## src/rtl/tmr_irq_ctrl.sv

```systemverilog
module tmr_irq_ctrl #(
  parameter int DW = 8
) (
  input  logic          clk,
  input  logic          rst_n,
  input  logic          evt_ovf,
  input  logic          evt_cmpa,
  input  logic          evt_cmpb,
  input  logic          gie,
  input  logic          reg_wr,
  input  logic          reg_addr,
  input  logic [DW-1:0] reg_wdata,
  output logic [DW-1:0] reg_rdata,
  output logic          irq_req,
  output logic [1:0]    irq_id,
  input  logic          irq_ack
);
  localparam int NSRC = 3;
  localparam logic [1:0] ID_OVF  = 2'd0;
  localparam logic [1:0] ID_CMPA = 2'd1;
  localparam logic [1:0] ID_CMPB = 2'd2;

  logic [NSRC-1:0] mask_q, flag_q, mask_d, flag_d;
  logic [NSRC-1:0] evt, w1c, ack_hit, pend_d;
  logic [1:0]      id_d;
  logic            req_d;

  assign evt = {evt_cmpb, evt_cmpa, evt_ovf};
  assign w1c = (reg_wr && reg_addr) ? reg_wdata[NSRC-1:0] : '0;

  always_comb begin
    for (int i = 0; i < NSRC; i++)
      ack_hit[i] = irq_req && irq_ack && (irq_id == 2'(i));
  end

  assign flag_d = evt | (flag_q & ~w1c & ~ack_hit);
  assign mask_d = (reg_wr && !reg_addr) ? reg_wdata[NSRC-1:0] : mask_q;
  assign pend_d = flag_d & mask_d;
  assign req_d  = gie && (|pend_d);

  always_comb begin
    if (pend_d[ID_CMPA])      id_d = ID_CMPA;
    else if (pend_d[ID_CMPB]) id_d = ID_CMPB;
    else                      id_d = ID_OVF;
  end

  always_ff @(posedge clk) begin
    if (!rst_n) begin
      mask_q  <= '0;
      flag_q  <= '0;
      irq_req <= 1'b0;
      irq_id  <= ID_OVF;
    end else begin
      mask_q  <= mask_d;
      flag_q  <= flag_d;
      irq_req <= req_d;
      irq_id  <= req_d ? id_d : ID_OVF;
    end
  end

  assign reg_rdata = {{(DW-NSRC){1'b0}}, (reg_addr ? flag_q : mask_q)};
endmodule


```

## config.mk

```make
export PLATFORM = sky130hd
export DESIGN_NAME = tmr_irq_ctrl
export DESIGN_NICKNAME = d
export VERILOG_FILES = /design/src/rtl/tmr_irq_ctrl.sv
export SDC_FILE = /design/constraint.sdc
export NUM_CORES = 1
export LEC_CHECK = 0
export ABC_CLOCK_PERIOD_IN_PS = 1820
export BUFFER_PORTS_ARGS = -buffer_cell sky130_fd_sc_hd__buf_2
export CAP_MARGIN = 20
export CORE_AREA = 2 2 39 41
export DETAILED_ROUTE_END_ITERATION = 16
export DIE_AREA = 0 0 41 43
export GPL_TIMING_DRIVEN = 0
export PLACE_DENSITY = 0.76
export SLEW_MARGIN = 10
export SYNTH_ARGS = -nofsm -noshare
export SYNTH_HDL_FRONTEND = slang
export SYNTH_SLANG_ARGS = --single-unit
```

## constraint.sdc

```tcl
create_clock -name clk -period 1.82 [get_ports clk]
set_clock_uncertainty 0.2 [all_clocks]
set_input_delay 0.091 -clock clk [delete_from_list [all_inputs] [get_ports clk]]
set_output_delay 0.091 -clock clk [all_outputs]
set_load 0.01 [all_outputs]
```

==> impl_results.md, run 1 <==
- Leak: 0.369 nW
- Clock share of power: roughly a third
- Crit Path Category: in2reg
- Distinct cells, synth: 20
- Pins Over Slew Limit: 0
- DR vias: between 400 and 500
- Sequential share of the synthesized area: between 30% and 40%
- DIE AREA: roughly 1800 µm²
- # DRC: 0
- WL/cell: about 10 µm
- Global-route usage over all layers: a little over an eighth
- Drt first pass iters: 2
- Post-synth top area share: between 30% and 40%
- Slowest CP cell: dlygate4sd3_1
- Synth Area in Simple Gates: 28.4%
- Number of global-route vias before repair: 401
- Synth area leaders: dfxtp_1 (40%), buf_4 (8.3%), mux2_2 (7.4%), nor2_1 (5.0%), mux2i_1 (4.4%)
- Final cell utilization of the core: between 50% and 60%
- HPWL Detailed: 769 µm
- Yosys reg bits: 9
- Core Region: 1380 µm²
- Peak VDD IR: 0.000292 V
- PortBufs: 16
- DRT iter0 DRCs: 3
- Routed Wire Length: 1.00 mm
- Starting Density: 32.8%
- Status: finished, violations left
- Via density: about 4.5
- Critical Path AT: 1.70 ns
- Ys flop type: dfxtp_1
- CTS tree: built
- Adder-Cell Fraction of Synth Area: 0%
- ANT nets after route: 0
- Overflow left after global routing: 0
- Crit path time final: approximately 1.7 ns
- Die Span Y: 43 µm
- Initial antenna violation count: 0
- Gate power share: approximately a fifth
- Worst-path clk slew: about 0.07 ns
- Post-synth top area cell: dfxtp_1
- Total CTS buffers: 3
- CP startpoint kind: input port
- Crit. End Element: flip-flop
- P&R area growth vs syn: 62.3%
- Mapped Area: around 450 µm²
- Largest net degree at the start of global routing: 8
- Fmax: approximately 570 MHz
- Reg power frac: 45.6%
- CP Max Fanout: 2
- Post-synth EDFFs: 0
- Cells after synthesis: 47
- Rows: 14
- Final Setup Violations: 0
- CP most frequent cell: dlygate4sd3_1
- Crit share post-route: just under 100%
- Largest delay share family, worst path: buffers and inverters
- PwrDens: 635 nW/µm²
- Most common cell after layout, fill and taps aside: buf_2
- Final hold slack: -0.000297 ns
- Cells along the critical path: dlygate4sd3_1, buf_2, nand4b_1, nor2_2, nor4_2, dlygate4sd3_1
- Finished Cell Area: around 740 µm²
- Internal: between 0.0003 and 0.0004 W
- Post-DP Area: between 500 and 600 µm²
- Net Sw Frac: 25.9%
- Critical Path RT: 1.77 ns
- Final nets: roughly 100
- Failing checks: negative hold slack
- Global-route wire length before repair: approximately 1.6 mm
- Post-synthesis mux area share: approximately 15%
- Post-synthesis area per instance: 9.66 µm²
- Root Buffer: clkbuf_4
- Max stage delay on crit path: 0.55 ns
- Hold Crit Class: in2reg
- Horiz. Die Dim: between 40 and 50 µm
- Clock Sinks: 9
- Complex-gate fraction of the synthesized area: 4.68%
- Hold Vio Cnt, Final: 1
- Commonest cells after routing, fill and taps aside: buf_2 (16), dlygate4sd3_1 (13), dfxtp_1 (9)
- Ports: 28
- Xor-xnor portion of the synthesized cell area: 0%
- P_sw: about 0.00012 W
- Largest family of logic cells by synthesized area: simple AND/OR/NAND/NOR gates
- H-tree depth: 1
- Synth async-reset ratio: 0%
- Clock Path Buffers: 2
- Max-cap check violation count: 0
- GPL Wtd Cong: 0.819
- ANT cells: 0
- Yosys warnings: 0
- Share of layout cells above drive strength 1: between 40% and 50%
- Buf/Inv on CP: 3
- Skew-Pair Late Insertion Delay: around 0.26 ns
==> worst paths after layout <==
check	start	to	slack (ns)	depth (start not counted)
worst min register to register	flag_q[1]$_SDFF_PN0_	flag_q[1]$_SDFF_PN0_	0.41	2
worst min-delay path	rst_n	flag_q[1]$_SDFF_PN0_	-0.0003	3
worst max-delay path	evt_cmpa	irq_id[0]$_SDFF_PN0_	0.07	6
worst max register to register	irq_id[0]$_SDFF_PN0_	flag_q[2]$_SDFF_PN0_	0.11	4
==> worst register-to-register path, cell delays in order (launching register included) <==
cell	delay [ns]
dfxtp_1	0.33
nand4b_1	0.21
a31oi_1	0.25
nor2_1	0.06
dlygate4sd3_1	0.55
==> layout make-up <==
class                   instances  area, µm²
well taps                      16       20.0
fillers                       123        647
clock inverters                 1       5.00
inverters                       1       3.75
plain buffers                   6       48.8
repair buffers                 30        218
flip-flops and latches          9        180
clock buffers                   3       22.5
multi-input cells              35        239
==> cell families (layout without fill, tap and decap cells) <==
family                 after synthesis  count (layout)
buffers and inverters                7              41
other                                1               5
muxes                                6               6
DFF                                  9               9
AOI/OAI and AO/OA                    3               3
and+or+nand+nor                     21              21
==> registers in the layout, indices dropped and copies added (netlist names) <==
register / cells
irq_req: 1
flag_q: 3
mask_q: 3
irq_id: 2
==> Yosys cell counts (all sizes together), types with 2 or more instances <==
library cell and number:
nand3 3, a31oi 2, nand4b 2, nor3 4
mux2 3, nor2 6, buf 6, dfxtp 9
mux2i 3
==> power groups by stage <==
stage	registers, W	logic, W	clock network [W]
final	0.000214	0.0000994	0.000155
after global routing	0.000215	0.000108	0.000171
after CTS	0.000213	0.0000993	0.000162
after detailed placement	0.000218	0.0000783	0
after global placement	0.000217	0.0000772	0
after floorplan	0.000218	0.0000509	0
==> per-layer routing <==
| metal | wire length (µm) | global-route usage, % | share of wire [%] |
|---|---|---|---|
| met1 | 440 | 16.3 | 44 |
| met2 | 514 | 20.9 | 51 |
| met3 | 49 | 3.14 | 4.9 |
| met4 | 0 | 4.00 | 0 |
| met5 | 0 | 0 | 0 |
==> per-stage QoR <==
stage          TNS (ns)  power, W  hold slack (ns)  worst slack (ns)  std cells
2_1_floorplan         0  0.000269           0.0190             0.406         51
3_3_place_gp          0  0.000295            0.120             0.363         83
3_5_place_dp          0  0.000296            0.131             0.294         83
4_1_cts               0  0.000475          0.00600            0.0353        100
5_1_grt        -0.00936  0.000494           0.0234          -0.00936        101
6_report              0  0.000468        -0.000297            0.0700        101
==> repair_timing <==
item	CTS	global route
gates resized for setup	0	1
setup endpoints to repair	0	1
hold buffers	13	0
hold endpoints to repair	7	0
setup buffers	0	1
No activity file was read; power rests on OpenSTA's default activity.
==> run 2: changes to the inputs <==
--- a/config.mk
+++ b/config.mk
@@ -12,7 +12,7 @@
 export DETAILED_ROUTE_END_ITERATION = 16
 export DIE_AREA = 0 0 41 43
 export GPL_TIMING_DRIVEN = 0
-export PLACE_DENSITY = 0.76
+export PLACE_DENSITY = 0.65
 export SLEW_MARGIN = 10
 export SYNTH_ARGS = -nofsm -noshare
 export SYNTH_HDL_FRONTEND = slang
==> impl_results.md, run 2 (synthesis gave the netlist of run 1 again) <==
- Crit. End Element: flip-flop (unchanged)
- PortBufs: 16 (unchanged)
- Most common cell after layout, fill and taps aside: buf_2 (unchanged)
- Largest net degree at the start of global routing: 8 (unchanged)
- Crit path time final: 1.74 ns (was 1.75 ns)
- Final nets: 103 (unchanged)
- Clock Sinks: 9 (unchanged)
- Met3 GRT Util: 6.28% (was 3.14%)
- Critical Path AT: 1.69 ns (was 1.70 ns)
- Horiz. Die Dim: 41 µm (unchanged)
- Hold Vio Cnt, Final: 0 (was 1)
- Global-route wire length before repair: 1.70 mm (was 1.59 mm)
- TNS Setup: 0 ns (unchanged)
- Global-route usage over all layers: 14.9% (was 13.0%)
- Starting Density: 32.8% (unchanged)
- Grt met2 use: 23.8% (was 20.9%)
- Die Span Y: 43 µm (unchanged)
- Share of layout cells above drive strength 1: 41.2% (unchanged)
- CP startpoint kind: input port (unchanged)
- Status: finished clean (was finished, violations left)
- ANT cells: 0 (unchanged)
- Rows: 14 (unchanged)
- Crit share post-route: 95.7% (was 96.2%)
- Hold Crit Class: in2reg (unchanged)
- Core Region: 1380 µm² (unchanged)
- Regs by FF count: flag_q: 3 flops, mask_q: 3 flops, irq_id: 2 flops (unchanged)
- Total CTS buffers: 3 (unchanged)
- Overflow left after global routing: 0 (unchanged)
- Number of global-route vias before repair: 426 (was 401)
- WL/cell: 10.4 µm (was 9.93 µm)
- Via density: 4.33 (was 4.47)
- Crit Path Category: in2reg (unchanged)
- Initial antenna violation count: 0 (unchanged)
- Worst-path clk slew: 0.06 ns (was 0.07 ns)
- Routed Wire Length: 1.05 mm (was 1.00 mm)
- Final Setup Violations: 0 (unchanged)
- Final cell utilization of the core: 53.8% (was 53.3%)
- RSZ-0062 raised after global routing: false
- PwrDens: 628 nW/µm² (was 635 nW/µm²)
- Skew-Pair Late Insertion Delay: 0.26 ns (about the same)
- GPL Wtd Cong: 0.755 (was 0.819)
- CTS tree: built (unchanged)
- DRT iter0 DRCs: 1 (was 3)
- Commonest cells after routing, fill and taps aside: buf_2 (16), dlygate4sd3_1 (12), dfxtp_1 (9) (was buf_2 (16), dlygate4sd3_1 (13), dfxtp_1 (9))
- CP Max Fanout: 3 (was 2)
- Ports: 28 (unchanged)
- Pins Over Slew Limit: 0 (unchanged)
- P&R area growth vs syn: 63.9% (was 62.3%)
- Drt first pass iters: 2 (unchanged)
- DIE AREA: 1760 µm² (unchanged)
- HPWL Detailed: 732 µm (was 769 µm)
- Clock Path Buffers: 2 (unchanged)
- GRT busiest layer: met2 (unchanged)
- Total chip power: 0.000468 W (about the same)
- Root Buffer: clkbuf_4 (unchanged)
- Fmax: 574 MHz (was 571 MHz)
- ANT nets after route: 0 (unchanged)
- # DRC: 0 (unchanged)
- H-tree depth: 1 (unchanged)
- M1 GR Usage: 16.7% (was 16.3%)
- Max-cap check violation count: 0 (unchanged)
- Peak VDD IR: 0.000532 V (was 0.000292 V)
- Critical Path RT: 1.76 ns (was 1.77 ns)
- DR vias: 437 (was 451)
- Leak: 0.381 nW (was 0.369 nW)
==> run 2: timing repair <==
action / 4_1_cts / 5_1_grt
setup buffers: 0 / 1
resized for setup: 0 / 3
setup endpoints to repair: 0 / 2
hold endpoints to repair: 7 / 0
hold buffers: 13 / 0
==> run 2: worst paths after layout <==
path,endpoint,slack (ns),startpoint,depth (start not counted)
setup / recovery,irq_req$_SDFF_PN0_,0.08,evt_cmpa,7
hold / removal,flag_q[1]$_SDFF_PN0_,0.02,rst_n,3
setup reg to reg,flag_q[0]$_SDFF_PN0_,0.10,irq_id[1]$_SDFF_PP0_,4
hold reg to reg,flag_q[1]$_SDFF_PN0_,0.40,irq_id[1]$_SDFF_PP0_,2
==> run 2: final cells by class <==
cell class,count,area (µm²)
Multi-Input combinational cell,35,245
Fill cell,130,639
Sequential cell,9,180
Buffer,6,48.8
Timing Repair Buffer,30,220
Tap cell,16,20.0
Clock buffer,4,26.3
Inverter,1,3.75
==> run 2: worst max-delay path: stages <==
cell and delay (ns):
dlygate4sd3_1 0.54, buf_2 0.13, nand4b_1 0.18, nor2_2 0.19, nor4_2 0.07, buf_4 0.13
or3_1 0.35
==> run 2: metal layers <==
metal	part of all wire (%)	up-vias
li1	-	231
met1	42	185
met2	49	17
met3	7.0	4
met4	1.7	0
met5	0	-
==> run 2: power breakdown <==
part | total (W) | switching, W | internal [W]
logic | 0.000102 | 0.0000423 | 0.0000595
registers | 0.000214 | 0.00000664 | 0.000208
clock network | 0.000151 | 0.0000671 | 0.0000843
total | 0.000468 | 0.000116 | 0.000352
==> run 2: stage by stage <==
| step | hold slack (ns) | instances | setup slack, ns | instance area (µm²) |
|---|---|---|---|---|
| 4_1_cts | 0.0215 | 100 | 0.0148 | 726 |
| 5_1_grt | 0.0498 | 101 | 0.00810 | 744 |
| 2_1_floorplan | 0.0190 | 51 | 0.406 | 469 |
| 3_3_place_gp | 0.114 | 83 | 0.361 | 569 |
| 6_report | 0.0237 | 101 | 0.0781 | 744 |
| 3_5_place_dp | 0.128 | 83 | 0.362 | 569 |
